==> src/rtl/fxacc_pkg.sv <==
package fxacc_pkg;
  parameter int DATA_W = 16;
  parameter int ACC_W  = 2 * DATA_W;
  parameter int ISH_W  = 5;
  parameter int OSH_W  = 3;
  parameter int OP_W   = 5;

  typedef enum logic [OP_W-1:0] {
    OP_NOP  = 5'd0,  OP_LOAD = 5'd1,  OP_ADD  = 5'd2,  OP_SUB  = 5'd3,
    OP_ADDU = 5'd4,  OP_SUBU = 5'd5,  OP_ADDC = 5'd6,  OP_AND  = 5'd7,
    OP_OR   = 5'd8,  OP_XOR  = 5'd9,  OP_LDT  = 5'd10, OP_MPY  = 5'd11,
    OP_PAC  = 5'd12, OP_STL  = 5'd13, OP_STH  = 5'd14, OP_SFL  = 5'd15,
    OP_SFR  = 5'd16, OP_ROL  = 5'd17, OP_ROR  = 5'd18
  } op_e;

  typedef enum logic [2:0] {
    SRC_OPND, SRC_SUM, SRC_LOGIC, SRC_PROD, SRC_SHIFT
  } accSrc_e;

  typedef enum logic [1:0] { LG_AND, LG_OR, LG_XOR } logicSel_e;
  typedef enum logic [1:0] { SH_LEFT, SH_RIGHT, SH_ROTL, SH_ROTR } shiftSel_e;

  typedef struct packed {
    logic      accWe;
    accSrc_e   accSrc;
    logic      arithWe;
    logic      subtract;
    logic      useCarry;
    logic      rawLow;
    logicSel_e logicSel;
    shiftSel_e shiftSel;
    logic      tWe;
    logic      pWe;
    logic      storeWe;
    logic      storeHigh;
  } strobe_t;
endpackage

==> src/rtl/fxacc_inshift.sv <==
module fxacc_inshift #(
  parameter int DW = 16,
  parameter int SW = 5
) (
  input  logic [DW-1:0]   din,
  input  logic [SW-1:0]   shift,
  input  logic            signExt,
  input  logic            rawLow,
  output logic [2*DW-1:0] aligned
);
  localparam int AW = 2 * DW;
  logic [AW-1:0] extended;
  logic [SW-1:0] shiftEff;

  always_comb begin
    extended = signExt ? {{DW{din[DW-1]}}, din} : {{DW{1'b0}}, din};
    shiftEff = (shift > SW'(DW)) ? SW'(DW) : shift;
    if (rawLow) aligned = {{DW{1'b0}}, din};
    else        aligned = extended << shiftEff;
  end
endmodule

==> src/rtl/fxacc_ctrl.sv <==
module fxacc_ctrl
  import fxacc_pkg::*;
(
  input  logic [OP_W-1:0] op,
  output strobe_t         strobe
);
  always_comb begin
    strobe = '0;
    strobe.accSrc   = SRC_OPND;
    strobe.logicSel = LG_AND;
    strobe.shiftSel = SH_LEFT;
    case (op_e'(op))
      OP_LOAD: strobe.accWe = 1'b1;
      OP_ADD, OP_SUB, OP_ADDU, OP_SUBU, OP_ADDC: begin
        strobe.accWe    = 1'b1;
        strobe.accSrc   = SRC_SUM;
        strobe.arithWe  = 1'b1;
        strobe.subtract = (op_e'(op) == OP_SUB) || (op_e'(op) == OP_SUBU);
        strobe.useCarry = (op_e'(op) == OP_ADDC);
        strobe.rawLow   = (op_e'(op) == OP_ADDU) || (op_e'(op) == OP_SUBU);
      end
      OP_AND, OP_OR, OP_XOR: begin
        strobe.accWe    = 1'b1;
        strobe.accSrc   = SRC_LOGIC;
        strobe.logicSel = (op_e'(op) == OP_AND) ? LG_AND :
                          (op_e'(op) == OP_OR)  ? LG_OR : LG_XOR;
      end
      OP_LDT: strobe.tWe = 1'b1;
      OP_MPY: strobe.pWe = 1'b1;
      OP_PAC: begin
        strobe.accWe  = 1'b1;
        strobe.accSrc = SRC_PROD;
      end
      OP_STL, OP_STH: begin
        strobe.storeWe   = 1'b1;
        strobe.storeHigh = (op_e'(op) == OP_STH);
      end
      OP_SFL, OP_SFR, OP_ROL, OP_ROR: begin
        strobe.accWe    = 1'b1;
        strobe.accSrc   = SRC_SHIFT;
        strobe.shiftSel = (op_e'(op) == OP_SFL) ? SH_LEFT :
                          (op_e'(op) == OP_SFR) ? SH_RIGHT :
                          (op_e'(op) == OP_ROL) ? SH_ROTL : SH_ROTR;
      end
      default: ;
    endcase
  end
endmodule

==> src/rtl/fxacc_dp.sv <==
module fxacc_dp
  import fxacc_pkg::*;
(
  input  logic              clk,
  input  logic              rst,
  input  strobe_t           strobe,
  input  logic [DATA_W-1:0] opnd,
  input  logic [ISH_W-1:0]  shamt,
  input  logic              sxMode,
  output logic [DATA_W-1:0] storeWord,
  output logic              carryFlag,
  output logic              ovfFlag,
  output logic              accZero,
  output logic              accNeg
);
  logic [ACC_W-1:0]  acc, pReg, aluB, addIn, logicRes, shiftRes, accNext, outShifted;
  logic [DATA_W-1:0] tReg;
  logic [ACC_W:0]    sum;
  logic              cin, sumOvf, shiftCarry;
  logic [ACC_W-1:0]  prodFull;

  fxacc_inshift #(.DW(DATA_W), .SW(ISH_W)) u_inshift (
    .din(opnd), .shift(shamt), .signExt(sxMode),
    .rawLow(strobe.rawLow), .aligned(aluB)
  );

  always_comb begin
    addIn  = strobe.subtract ? ~aluB : aluB;
    cin    = strobe.subtract | (strobe.useCarry & carryFlag);
    sum    = {1'b0, acc} + {1'b0, addIn} + {{ACC_W{1'b0}}, cin};
    sumOvf = (acc[ACC_W-1] == addIn[ACC_W-1]) && (sum[ACC_W-1] != acc[ACC_W-1]);
  end

  always_comb begin
    case (strobe.logicSel)
      LG_AND:  logicRes = acc & aluB;
      LG_OR:   logicRes = acc | aluB;
      default: logicRes = acc ^ aluB;
    endcase
  end

  always_comb begin
    case (strobe.shiftSel)
      SH_LEFT: begin
        shiftRes   = {acc[ACC_W-2:0], 1'b0};
        shiftCarry = acc[ACC_W-1];
      end
      SH_RIGHT: begin
        shiftRes   = {sxMode & acc[ACC_W-1], acc[ACC_W-1:1]};
        shiftCarry = acc[0];
      end
      SH_ROTL: begin
        shiftRes   = {acc[ACC_W-2:0], carryFlag};
        shiftCarry = acc[ACC_W-1];
      end
      default: begin
        shiftRes   = {carryFlag, acc[ACC_W-1:1]};
        shiftCarry = acc[0];
      end
    endcase
  end

  always_comb begin
    case (strobe.accSrc)
      SRC_SUM:   accNext = sum[ACC_W-1:0];
      SRC_LOGIC: accNext = logicRes;
      SRC_PROD:  accNext = pReg;
      SRC_SHIFT: accNext = shiftRes;
      default:   accNext = aluB;
    endcase
  end

  assign prodFull   = $signed({{DATA_W{tReg[DATA_W-1]}}, tReg}) *
                      $signed({{DATA_W{opnd[DATA_W-1]}}, opnd});
  assign outShifted = acc << shamt[OSH_W-1:0];

  always_ff @(posedge clk) begin
    if (rst) begin
      acc       <= '0;
      tReg      <= '0;
      pReg      <= '0;
      carryFlag <= 1'b0;
      ovfFlag   <= 1'b0;
      storeWord <= '0;
    end else begin
      if (strobe.accWe) acc <= accNext;
      if (strobe.tWe)   tReg <= opnd;
      if (strobe.pWe)   pReg <= prodFull;
      if (strobe.arithWe) begin
        carryFlag <= sum[ACC_W];
        ovfFlag   <= sumOvf;
      end else if (strobe.accWe && strobe.accSrc == SRC_SHIFT) begin
        carryFlag <= shiftCarry;
      end
      if (strobe.storeWe)
        storeWord <= strobe.storeHigh ? outShifted[ACC_W-1:DATA_W]
                                      : outShifted[DATA_W-1:0];
    end
  end

  assign accZero = (acc == '0);
  assign accNeg  = acc[ACC_W-1];
endmodule

==> src/rtl/fxacc_core.sv <==
module fxacc_core
  import fxacc_pkg::*;
(
  input  logic              clk,
  input  logic              rst,
  input  logic [OP_W-1:0]   op,
  input  logic [DATA_W-1:0] opnd,
  input  logic [ISH_W-1:0]  shamt,
  input  logic              sxMode,
  output logic [DATA_W-1:0] storeWord,
  output logic              carryFlag,
  output logic              ovfFlag,
  output logic              accZero,
  output logic              accNeg
);
  strobe_t strobe;

  fxacc_ctrl u_ctrl (.op(op), .strobe(strobe));

  fxacc_dp u_dp (
    .clk(clk), .rst(rst), .strobe(strobe), .opnd(opnd), .shamt(shamt),
    .sxMode(sxMode), .storeWord(storeWord), .carryFlag(carryFlag),
    .ovfFlag(ovfFlag), .accZero(accZero), .accNeg(accNeg)
  );
endmodule

==> config.mk <==
export PLATFORM = sky130hd
export DESIGN_NAME = fxacc_core
export DESIGN_NICKNAME = d
export VERILOG_FILES = /design/src/rtl/fxacc_pkg.sv /design/src/rtl/fxacc_inshift.sv /design/src/rtl/fxacc_ctrl.sv /design/src/rtl/fxacc_dp.sv /design/src/rtl/fxacc_core.sv
export SDC_FILE = /design/constraint.sdc
export NUM_CORES = 1
export LEC_CHECK = 0
export ABC_AREA = 1
export BUFFER_PORTS_ARGS = -buffer_cell sky130_fd_sc_hd__buf_2
export CAP_MARGIN = 5
export CORE_MARGIN = 5
export CORE_UTILIZATION = 40
export DETAILED_ROUTE_END_ITERATION = 16
export PLACE_DENSITY = 0.62
export SETUP_SLACK_MARGIN = 0.05
export SLEW_MARGIN = 20
export SYNTH_ARGS = -nofsm -noshare
export SYNTH_HDL_FRONTEND = slang
export SYNTH_SLANG_ARGS = --single-unit
==> constraint.sdc <==
create_clock -name clk -period 17.95 [get_ports clk]
set_input_delay 2.6925 -clock clk [delete_from_list [all_inputs] [get_ports clk]]
set_output_delay 2.6925 -clock clk [all_outputs]
set_load 0.1 [all_outputs]
### After elaboration in Yosys (flattened, before gate mapping)

Cells that the tools add are included.

| operators by class | value |
|---|---|
| bitwise gates (word level) | 7 |
| equal/unequal tests | 27 |
| shift operators | 2 |
| reductions and logical operators | 14 |
| $add $sub $neg | 2 |
| muxes and demuxes | 24 |
| order comparisons | 1 |
| multipliers | 1 |

Operator list:

| cell | number |
|---|---|
| one-hot mux 32 bit (4 select lines) | 1 |
| two-way mux 32 bit | 3 |
| one-hot mux 32 bit (3 select lines) | 1 |
| one-hot mux 32 bit (2 select lines) | 1 |
| equality test 5 x 4 -> 1 bit (second input constant) | 8 |
| adder 32 x 32 -> 33 bit | 1 |
| adder 33 x 1 -> 33 bit | 1 |
| AND 32 bit | 1 |
| logical NOT 32 bit | 1 |
| multiplier 16 x 16 -> 32 bit | 1 |
| NOT 32 bit | 1 |
| OR 32 bit | 1 |
| << shifter 32 x 3 -> 32 bit | 1 |
| << shifter 32 x 5 -> 32 bit | 1 |
| XOR 32 bit | 1 |
| equality test 5 x 3 -> 1 bit (second input constant) | 4 |
| two-way mux 16 bit | 1 |
| equality test 5 bit (second input constant) | 3 |
| two-way mux 2 bit | 7 |
| OR reduction 14 bit | 1 |
| one-hot mux 3 bit (4 select lines) | 1 |
| equality test 5 x 2 -> 1 bit (second input constant) | 2 |
| two-way mux 1 bit | 7 |
| equality test 3 x 2 -> 1 bit (second input constant) | 2 |
| other kinds (20) | 26 |

| storage, ports and cells | value |
|---|---|
| logic and storage cells | 84 |
| input port bits | 29 |
| register bits | 98 |

### Depth between registers and ports, before layout

Gate-level depths: netlist of the first run.

| logic depth | value |
|---|---|
| depth after elaboration | 10 |
| depth in mapped cells | 27 |
| gate-level depth less buffers | 26 |

### By module

Synthesis of the first run repeated with hierarchy kept, for this count alone.

| unflattened totals | value |
|---|---|
| cells, all modules | 3452 |
| area total of the unflattened synthesis | 22397.7 µm² |

Modules (own cells, without submodules):

| module | area an instance (µm²) | cells each | seq. area each (µm²) | times used |
|---|---|---|---|---|
| fxacc_dp | 20613.5 | 3097 | 1961.9 | 1 |
| fxacc_inshift | 1536.5 | 298 | 0.0 | 1 |
| fxacc_ctrl | 247.7 | 57 | 0.0 | 1 |

### Worst setup path after synthesis of the first run

Ideal clock, no wire load.

| path | value |
|---|---|
| path type | input -> register |
| start | input opnd[5] |
| end | register u_dp.pReg[27] |
| arrival time | 8.014 ns |
| buffers on the path | 2 |
| required time | 17.894 ns |
| path slack | 9.880 ns |
| library setup time | 0.056 ns |
| stages | 22 |
| cells stage by stage | clkbuf_1 > clkbuf_1 > nand2_1 > fa_1 > inv_1 > fa_1 > inv_1 > fa_1 > fa_1 > fa_1 > fa_1 > inv_1 > ha_1 > nand2_1 > nor3_1 > nand3_1 > or2_2 > nand3_1 > a21oi_1 > o21ai_0 > nand2_1 > inv_1 |

| on the way | value |
|---|---|
| longest elaborated chain between the ends | 1 |

RTL lines:

| what | RTL line | text |
|---|---|---|
| start: declaration | fxacc_core.sv:7 | `input logic [DATA_W-1:0] opnd,` |
| multiplier 16 x 16 -> 32 bit | fxacc_dp.sv:73 | `assign prodFull = $signed({{DATA_W{tReg[DATA_W-1]}}, tReg}) *` |
| end signal: assignment | fxacc_dp.sv:88 | `if (strobe.pWe) pReg <= prodFull;` |
| end: declaration | fxacc_dp.sv:16 | `logic [ACC_W-1:0] acc, pReg, aluB, addIn, logicRes, shiftRes, accNext, outShifted;` |

Every way passes these cells.
A chain may end at the register's enable or synchronous reset.

### Final worst setup path of the first run

| path | value |
|---|---|
| start | input opnd[1] |
| end | register u_dp.pReg[27] |

The elaborated chain is that of the path after synthesis.

==> qor.log, run 1 <==
qor: run_status.status finished, final reports clean
qor: sta.max_clock_freq 0.122 GHz
qor: clock_tree.cts_made_buffers 9
qor: sta.final.min_clock_period 8.23 ns
qor: placed_design.placed_cell_area 0.0229 mm^2
qor: grt.pin_count_of_the_biggest_net_entering_global_routing 74
qor: grt.antenna_found_initial 2
qor: setup_path.critical_path.reg2reg.startpoint u_dp.tReg[15]
qor: sta.timing.clock.skew 0.0205 ns
qor: setup_path.critical_path_arrival 8.57 ns
qor: sta.finalCritPeriodShare 45.8%
qor: floorplanning.fp-row-count 86
qor: setup_path.worstSetupEndpointType register
qor: placed_design.dp.final_hpwl 59,900 um
qor: setup_path.cp_slowest_cell sky130_fd_sc_hd__fa_1
qor: hold_path.hold_endpoint u_dp.ovfFlag
qor: yosys.synth_simple_gate_area_share 27.6%
qor: pwr.vdd_ir_drop_max 0.0531 mV
qor: clock_tree.cts.sinks 98
qor: setup_path.timing.critical_path.cells buf_2 > nand2_1 > inv_1 > fa_1 > fa_1 > inv_1 > fa_1 > inv_1 > fa_1 > fa_1 > fa_1 > ha_1 > nand2_1 > nor3_1 > nand3_1 > or2_2 > nand3_1 > a21oi_1 > o21ai_0 > nand2_1 > inv_1
qor: sta.timing.final.hold_violations 0
qor: yosys.netlist.top_cell.by_area sky130_fd_sc_hd__fa_1
qor: floorplanning.initial_utilization 40.4%
qor: hold_path.min_path_cells 2
qor: clock_tree.worst_setup_hold_path_clk_slew 0.07 ns
qor: drt.detailroute.via_count 21,798
qor: sta.worst_hold_slack 0.464 ns
qor: clock_tree.insertion_delay 0.40 ns
qor: layout.drive_gt1_share 4.00%
qor: sta.worst_pin_slew 1.14 ns
qor: setup_path.worst_ep_required_time 18.29 ns
qor: clock_tree.root_buffer_cell sky130_fd_sc_hd__clkbuf_16
qor: grt.overflow 0
qor: setup_path.worst_setup_path_start_kind input port
qor: setup_path.worst_path_largest_cell_delay 0.86 ns
qor: layout.non_filler_cells_final 4,151
qor: layout.multi_input_area 0.0169 mm^2
qor: sta.final.setup.tns 0 ns
qor: floorplanning.die_width 246 um
qor: yosys.synth_top_family_by_area adder cells
qor: pwr.leakage 13.2 nW
qor: hold_path.hp-start u_dp.ovfFlag
qor: sta.slew-limit-headroom 23.9%
qor: pwr.power.density_cell_area 47.6 mW/mm^2
qor: floorplanning.design.portCount 49
qor: yosys.synth_ff_type sky130_fd_sc_hd__dfxtp_1
qor: setup_path.worst-setup-path-type in2reg
qor: placed_design.place_congestion 0.986
qor: yosys.mean_post_synth_cell_area 6.40 um^2
qor: sta.grt_setup_unrepaired false
qor: layout.area_growth_syn_to_layout 4.54%
qor: yosys.synth_most_common_cell sky130_fd_sc_hd__nand2_1
qor: yosys.netlist-cell-type-count 53
qor: hold_path.worst_hold_path_type reg2reg
qor: setup_path.path_max_fanout 19
qor: setup_path.reg2reg_setup_slack 11.62 ns
qor: layout.fin_area 0.0233 mm^2
qor: clock_tree.clock_tree.htree_level_count 3
qor: floorplanning.fp.dieArea 0.0605 mm^2
qor: placed_design.placedCellCount 4,133
qor: grt.grt_pass1_wl 121,000 um
qor: yosys.number_of_synthesized_flops_with_an_enable_pin 0
qor: drt.drt-wirelength-per-cell 18.4 um
qor: drt.number_of_antenna_violating_nets_in_the_routed_design 0
qor: layout.fin_util 42.2%
qor: drt.routed_wl 76,200 um
qor: grt.overall_global_routing_usage 25.3%
qor: yosys.synth_xor_area_share 2.20%
qor: drt.first_pass_iters 8
qor: drt.route.detailed.drc 0
qor: yosys.post_synth_mux_area_share 0.270%
qor: setup_path.cp.buffers_inverters 5
qor: clock_tree.tritoncts yes
qor: yosys.synth-compound-area-share 12.0%
qor: clock_tree.cts_resized 0
qor: sta.slew_violations 0
qor: placed_design.place_worst_setup_slack 9.37 ns
qor: clock_tree.clock_path_buffers 2
qor: setup_path.worst_path_most_repeated_cell sky130_fd_sc_hd__fa_1
qor: layout.fin_nets 3,866
qor: drt.route.detailed.vias_per_inst 5.25
qor: yosys.netlist_top_cells_count sky130_fd_sc_hd__nand2_1 (976), sky130_fd_sc_hd__inv_1 (718), sky130_fd_sc_hd__fa_1 (264), sky130_fd_sc_hd__o21ai_0 (229), sky130_fd_sc_hd__nor2_1 (210)
qor: yosys.synth_top_area_share 23.7%
qor: sta.fin_ws 9.72 ns
qor: floorplanning.floorplan.die.height 246 um
qor: setup_path.critical_path.reg2reg.endpoint u_dp.pReg[27]
qor: yosys.postSynth.asyncResetShare 0%
qor: yosys.post_synth_instance_area 0.0223 mm^2
qor: grt.first_global_vias 20,925
qor: clock_tree.holdBufCountCts 0
qor: sta.setup_violations 0
qor: yosys.synth_sequential_area_ratio 8.81%
qor: yosys.synth-warning-count 0
qor: run.max_cap_violations 0
qor: yosys.synth_cells 3,480
qor: drt.drt_iter0_drc 2,035
qor: yosys.synth_area_leaders sky130_fd_sc_hd__fa_1 (24%), sky130_fd_sc_hd__nand2_1 (16%), sky130_fd_sc_hd__inv_1 (12%), sky130_fd_sc_hd__ha_1 (9.9%), sky130_fd_sc_hd__dfxtp_1 (8.8%)
qor: layout.seq_area 0.00196 mm^2
qor: layout.fill_cells 6,042
qor: yosys.total_nets_after_synthesis 3,950
qor: floorplanning.core_area 0.0551 mm^2
qor: setup_path.reg2reg_depth 20
qor: setup_path.timing.critical_path.max_delay_family adder cells
qor: yosys.synth_register_bits 98
qor: pwr.p_total 1.11 mW
qor: placed_design.port_buffers 48
qor: yosys.synthAdderAreaFrac 33.7%
qor: clock_tree.post-cts-setup-buffer-count 0
## worst min-delay path, cell delays in order (launching register included)
cell and delay [ns]:
sky130_fd_sc_hd__dfxtp_1 0.31, sky130_fd_sc_hd__nand2_1 0.06, sky130_fd_sc_hd__a21oi_1 0.06
## area by class of cell
type | instances | share of cell area (%)
Inverter | 736 | 11.9
Sequential cell | 98 | 8.43
Multi-Input combinational cell | 2485 | 72.6
Timing Repair Buffer | 66 | 1.61
Clock buffer | 10 | 0.984
Antenna cell | 2 | 0.0215
Tap cell | 748 | 4.02
Clock inverter | 6 | 0.435
## placed cells by master, fill, tap and decap left out, types with 3 or more instances in the layout
cell type                     n
sky130_fd_sc_hd__nand3b_1     4
sky130_fd_sc_hd__a21o_1       8
sky130_fd_sc_hd__nand3_1    194
sky130_fd_sc_hd__or2_2       17
sky130_fd_sc_hd__o21ai_1      8
sky130_fd_sc_hd__a22oi_1      4
sky130_fd_sc_hd__inv_1      718
sky130_fd_sc_hd__o21bai_1     7
sky130_fd_sc_hd__and2_1       3
sky130_fd_sc_hd__xor2_1      46
sky130_fd_sc_hd__nor2_2       6
sky130_fd_sc_hd__a31oi_1     14
sky130_fd_sc_hd__ha_1       177
sky130_fd_sc_hd__o211ai_1    30
sky130_fd_sc_hd__a21oi_1    154
sky130_fd_sc_hd__inv_2       15
sky130_fd_sc_hd__buf_2       48
sky130_fd_sc_hd__nand4_1     40
sky130_fd_sc_hd__nor2_1     208
sky130_fd_sc_hd__fa_1       264
sky130_fd_sc_hd__nor2_4       3
sky130_fd_sc_hd__buf_4       18
sky130_fd_sc_hd__o21ai_0    229
sky130_fd_sc_hd__dfxtp_1     98
sky130_fd_sc_hd__xnor2_1     10
sky130_fd_sc_hd__nor4_1       9
sky130_fd_sc_hd__o22ai_1     11
sky130_fd_sc_hd__nand2_1    976
sky130_fd_sc_hd__mux2i_1      6
sky130_fd_sc_hd__clkbuf_16    9
sky130_fd_sc_hd__o31ai_1      4
sky130_fd_sc_hd__nor3_1      25
## layer usage
layer / track usage, % / share of wire (%) / wire (um) / vias up
li1: - / - / - / 10484
met1: 35.0 / 43 / 32700 / 10264
met2: 40.3 / 44 / 33700 / 886
met3: 4.04 / 8.9 / 6750 / 164
met4: 8.62 / 4.0 / 3030 / 0
met5: 0 / 0 / 0 / -
## cells by family (layout without fill, tap and decap cells)
family                   count (synthesis)  after routing
adder cells (fa/ha/maj)                441            441
multiplexers                             6              6
flip-flops                              98             98
AO/OA/AOI/OAI                          487            487
other                                    0              2
AND/OR/NAND/NOR                       1495           1495
XOR/XNOR                                56             56
buffers and inverters                  897            818
## worst max path at each step
stage | from | endpoint | depth (start not counted)
6_report | opnd[1] | u_dp.pReg[27] | 21
5_1_grt | opnd[1] | u_dp.pReg[31] | 23
4_1_cts | opnd[1] | u_dp.pReg[27] | 21
3_5_place_dp | opnd[1] | u_dp.pReg[27] | 21
3_3_place_gp | opnd[1] | u_dp.pReg[27] | 21
2_1_floorplan | opnd[5] | u_dp.pReg[27] | 22
## registers in the layout, summed over array words and instances (netlist names)
register	count
u_dp.acc	32
u_dp.carryFlag	1
u_dp.ovfFlag	1
u_dp.pReg	32
u_dp.storeWord	16
u_dp.tReg	16
## power by group
group          total [mW]  internal (mW)  switching, mW
clock network       0.230          0.124          0.106
registers           0.260          0.230         0.0302
logic               0.616          0.193          0.423
(Power assumes the default switching activity.)
==> inputs of run 2 (changes only) <==
--- a/config.mk
+++ b/config.mk
@@ -11,7 +11,7 @@
 export CORE_MARGIN = 5
 export CORE_UTILIZATION = 40
 export DETAILED_ROUTE_END_ITERATION = 16
-export PLACE_DENSITY = 0.62
+export PLACE_DENSITY = 0.64
 export SETUP_SLACK_MARGIN = 0.05
 export SLEW_MARGIN = 20
 export SYNTH_ARGS = -nofsm -noshare
==> constraint.sdc (replaced) <==
create_clock -name clk -period 7.2 [get_ports clk]
set_input_delay 1.08 -clock clk [delete_from_list [all_inputs] [get_ports clk]]
set_output_delay 1.08 -clock clk [all_outputs]
set_load 0.1 [all_outputs]
==> run 2 against run 1 <==
Effect of this change: hold slack worse by 0.0014 ns; register-to-register slack worse by 11 ns; critical endpoint unchanged; largest power group unchanged; via count is 0.88% higher.
==> qor.log, run 2 (same netlist as run 1, synthesis figures left out) <==
qor: layout.seq_area 0.00196 mm^2 [unchanged]
qor: sta.slew_violations 0 [unchanged]
qor: setup_path.worst_path_most_repeated_cell sky130_fd_sc_hd__fa_1 [unchanged]
qor: drt.routed_wl 78,400 um [was 76,200 um]
qor: floorplanning.floorplan.die.height 246 um [unchanged]
qor: sta.timing.clock.skew 0.0148 ns [was 0.0205 ns]
qor: sta.worst_pin_slew 1.08 ns [was 1.14 ns]
qor: drt.number_of_antenna_violating_nets_in_the_routed_design 0 [unchanged]
qor: drt.top_signal_layer_used met5 [was met4]
qor: setup_path.worst-setup-path-type in2reg [unchanged]
qor: drt.route.detailed.vias_per_inst 5.27 [was 5.25]
qor: layout.multi_input_area 0.0169 mm^2 [about the same]
qor: layout.drive_gt1_share 4.67% [was 4.00%]
qor: clock_tree.tritoncts yes [unchanged]
qor: drt.route.detailed.drc 0 [unchanged]
qor: setup_path.timing.critical_path.cells buf_2 > nand2_1 > fa_1 > inv_1 > fa_1 > inv_1 > fa_1 > fa_1 > fa_1 > fa_1 > inv_1 > ha_1 > nand2_1 > nor3_1 > nand3_1 > or2_2 > nand3_1 > a21oi_1 > o21ai_0 > nand2_1 > inv_1 [was buf_2 > nand2_1 > inv_1 > fa_1 > fa_1 > inv_1 > fa_1 > inv_1 > fa_1 > fa_1 > fa_1 > ha_1 > nand2_1 > nor3_1 > nand3_1 > or2_2 > nand3_1 > a21oi_1 > o21ai_0 > nand2_1 > inv_1]
qor: clock_tree.root_buffer_cell sky130_fd_sc_hd__clkbuf_16 [unchanged]
qor: grt.overall_global_routing_usage 26.0% [was 25.3%]
qor: sta.timing.final.hold_violations 0 [unchanged]
qor: sta.finalCritPeriodShare 89.1%
qor: clock_tree.cts_resized 0 [unchanged]
qor: sta.slew-limit-headroom 27.6% [was 23.9%]
qor: drt.detail_route.wirelength.met1 33,600 um [was 32,700 um]
qor: grt.antenna_found_initial 5 [was 2]
qor: floorplanning.design.portCount 49 [unchanged]
qor: placed_design.place_congestion 0.992 [was 0.986]
qor: grt.overflow 0 [unchanged]
qor: setup_path.worst_path_largest_cell_delay 0.75 ns [was 0.86 ns]
qor: floorplanning.fp.dieArea 0.0605 mm^2 [unchanged]
qor: sta.final.min_clock_period 6.41 ns
qor: layout.non_filler_cells_final 4,173 [was 4,151]
qor: layout.area_growth_syn_to_layout 5.18% [was 4.54%]
qor: layout.most-common-layout-cells sky130_fd_sc_hd__nand2_1 (976), sky130_fd_sc_hd__inv_1 (718), sky130_fd_sc_hd__fa_1 (264) [unchanged]
qor: grt.pin_count_of_the_biggest_net_entering_global_routing 74 [unchanged]
qor: sta.max_clock_freq 0.156 GHz
qor: drt.drt_iter0_drc 2,145 [was 2,035]
qor: sta.final.setup.tns 0 ns [unchanged]
qor: layout.fill_cells 5,934 [was 6,042]
qor: clock_tree.clock_path_buffers 2 [unchanged]
qor: clock_tree.cts.sinks 98 [unchanged]
qor: floorplanning.core_area 0.0551 mm^2 [unchanged]
qor: pwr.vdd_ir_drop_max 0.112 mV [was 0.0531 mV]
qor: drt.drt-wirelength-per-cell 18.8 um [was 18.4 um]
qor: clock_tree.holdBufCountCts 0 [unchanged]
qor: grt.first_global_vias 21,376 [was 20,925]
qor: run.max_cap_violations 0 [unchanged]
qor: clock_tree.cts_made_buffers 9 [unchanged]
qor: layout.fin_nets 3,889 [was 3,866]
qor: setup_path.worst_setup_path_start_kind input port [unchanged]
qor: setup_path.worstSetupEndpointType register [unchanged]
qor: hold_path.worst_hold_path_type reg2reg [unchanged]
qor: setup_path.path_max_fanout 15 [was 19]
qor: drt.detailroute.via_count 21,990 [was 21,798]
qor: layout.mostFrequentLayoutCell sky130_fd_sc_hd__nand2_1 [unchanged]
qor: setup_path.critical_path_arrival 6.76 ns [was 8.57 ns]
qor: clock_tree.clock_tree.htree_level_count 3 [unchanged]
qor: clock_tree.post-cts-setup-buffer-count 0 [unchanged]
qor: placed_design.dp.final_hpwl 62,700 um [was 59,900 um]
qor: floorplanning.initial_utilization 40.4% [unchanged]
qor: floorplanning.fp-row-count 86 [unchanged]
qor: drt.routed-wl-met2 35,000 um [was 33,700 um]
qor: setup_path.worst_ep_required_time 7.54 ns [was 18.29 ns]
qor: run_status.status finished, final reports clean [unchanged]
qor: floorplanning.die_width 246 um [unchanged]
qor: clock_tree.worst_setup_hold_path_clk_slew 0.08 ns [was 0.07 ns]
qor: grt.grt_pass1_wl 124,000 um [was 121,000 um]
qor: sta.grt_setup_unrepaired false [unchanged]
qor: pwr.power.density_cell_area 117 mW/mm^2 [was 47.6 mW/mm^2]
qor: sta.setup_violations 0 [unchanged]
qor: drt.first_pass_iters 6 [was 8]
qor: clock_tree.insertion_delay 0.40 ns [about the same]
qor: setup_path.cp_slowest_cell sky130_fd_sc_hd__fa_1 [unchanged]
qor: drt.met3RoutedLength 7070 um [was 6750 um]
qor: placed_design.placedCellCount 4,156 [was 4,133]
qor: layout.largestRegisters u_dp.acc (32), u_dp.pReg (32) [unchanged]
qor: placed_design.port_buffers 48 [unchanged]
qor: pwr.leakage 13.3 nW [was 13.2 nW]
==> run 2: worst paths after layout <==
kind	startpoint	endpoint	slack (ns)	depth (start not counted)
worst max-delay path	opnd[4]	u_dp.pReg[27]	0.79	21
worst min-delay path	u_dp.ovfFlag	u_dp.ovfFlag	0.46	2
worst max register to register	u_dp.tReg[7]	u_dp.pReg[29]	1.03	19
worst min register to register	u_dp.ovfFlag	u_dp.ovfFlag	0.46	2
==> run 2: area by class of cell <==
class                           instances  share of cell area, %
Multi-Input combinational cell       2485                   72.2
Inverter                              736                   11.8
Sequential cell                        98                   8.38
Tap cell                              748                   4.00
Timing Repair Buffer                   89                   2.34
Clock buffer                            9                  0.962
Clock inverter                          7                  0.310
Antenna cell                            1                 0.0107
==> run 2: through the flow <==
step | utilization [%] | total power, mW | hold WS [ns] | worst slack, ns | area (um^2)
6_report | 42.5 | 2.73 | 0.463 | 0.788 | 23400
5_1_grt | 42.5 | 2.95 | 0.486 | 0.475 | 23400
4_1_cts | 42.5 | 2.71 | 0.468 | 0.816 | 23400
3_5_place_dp | 41.9 | 2.18 | 0.456 | 0.428 | 23100
3_3_place_gp | 41.9 | 2.17 | 0.455 | 0.517 | 23100
2_1_floorplan | - | 1.73 | 0.430 | 0.742 | 22300
==> run 2: power by group <==
| group | internal (mW) | switching, mW | leakage, nW |
|---|---|---|---|
| logic | 0.488 | 1.06 | 12.3 |
| registers | 0.574 | 0.0746 | 0.800 |
| clock network | 0.246 | 0.289 | 0.143 |
==> run 2: critical path, delay by kind of cell <==
kind | cells | cell delay (ns)
and+or+nand+nor | 7 | 1.21
AOI/OAI and AO/OA | 2 | 0.14
buffers and inverters | 5 | 0.65
adders and majority gates | 7 | 3.65
==> run 2: per-layer routing <==
| layer | global-route usage, % | vias to the layer above |
|---|---|---|
| li1 | - | 10533 |
| met1 | 35.9 | 10313 |
| met2 | 41.8 | 969 |
| met3 | 4.84 | 169 |
| met4 | 7.58 | 6 |
| met5 | 0 | - |
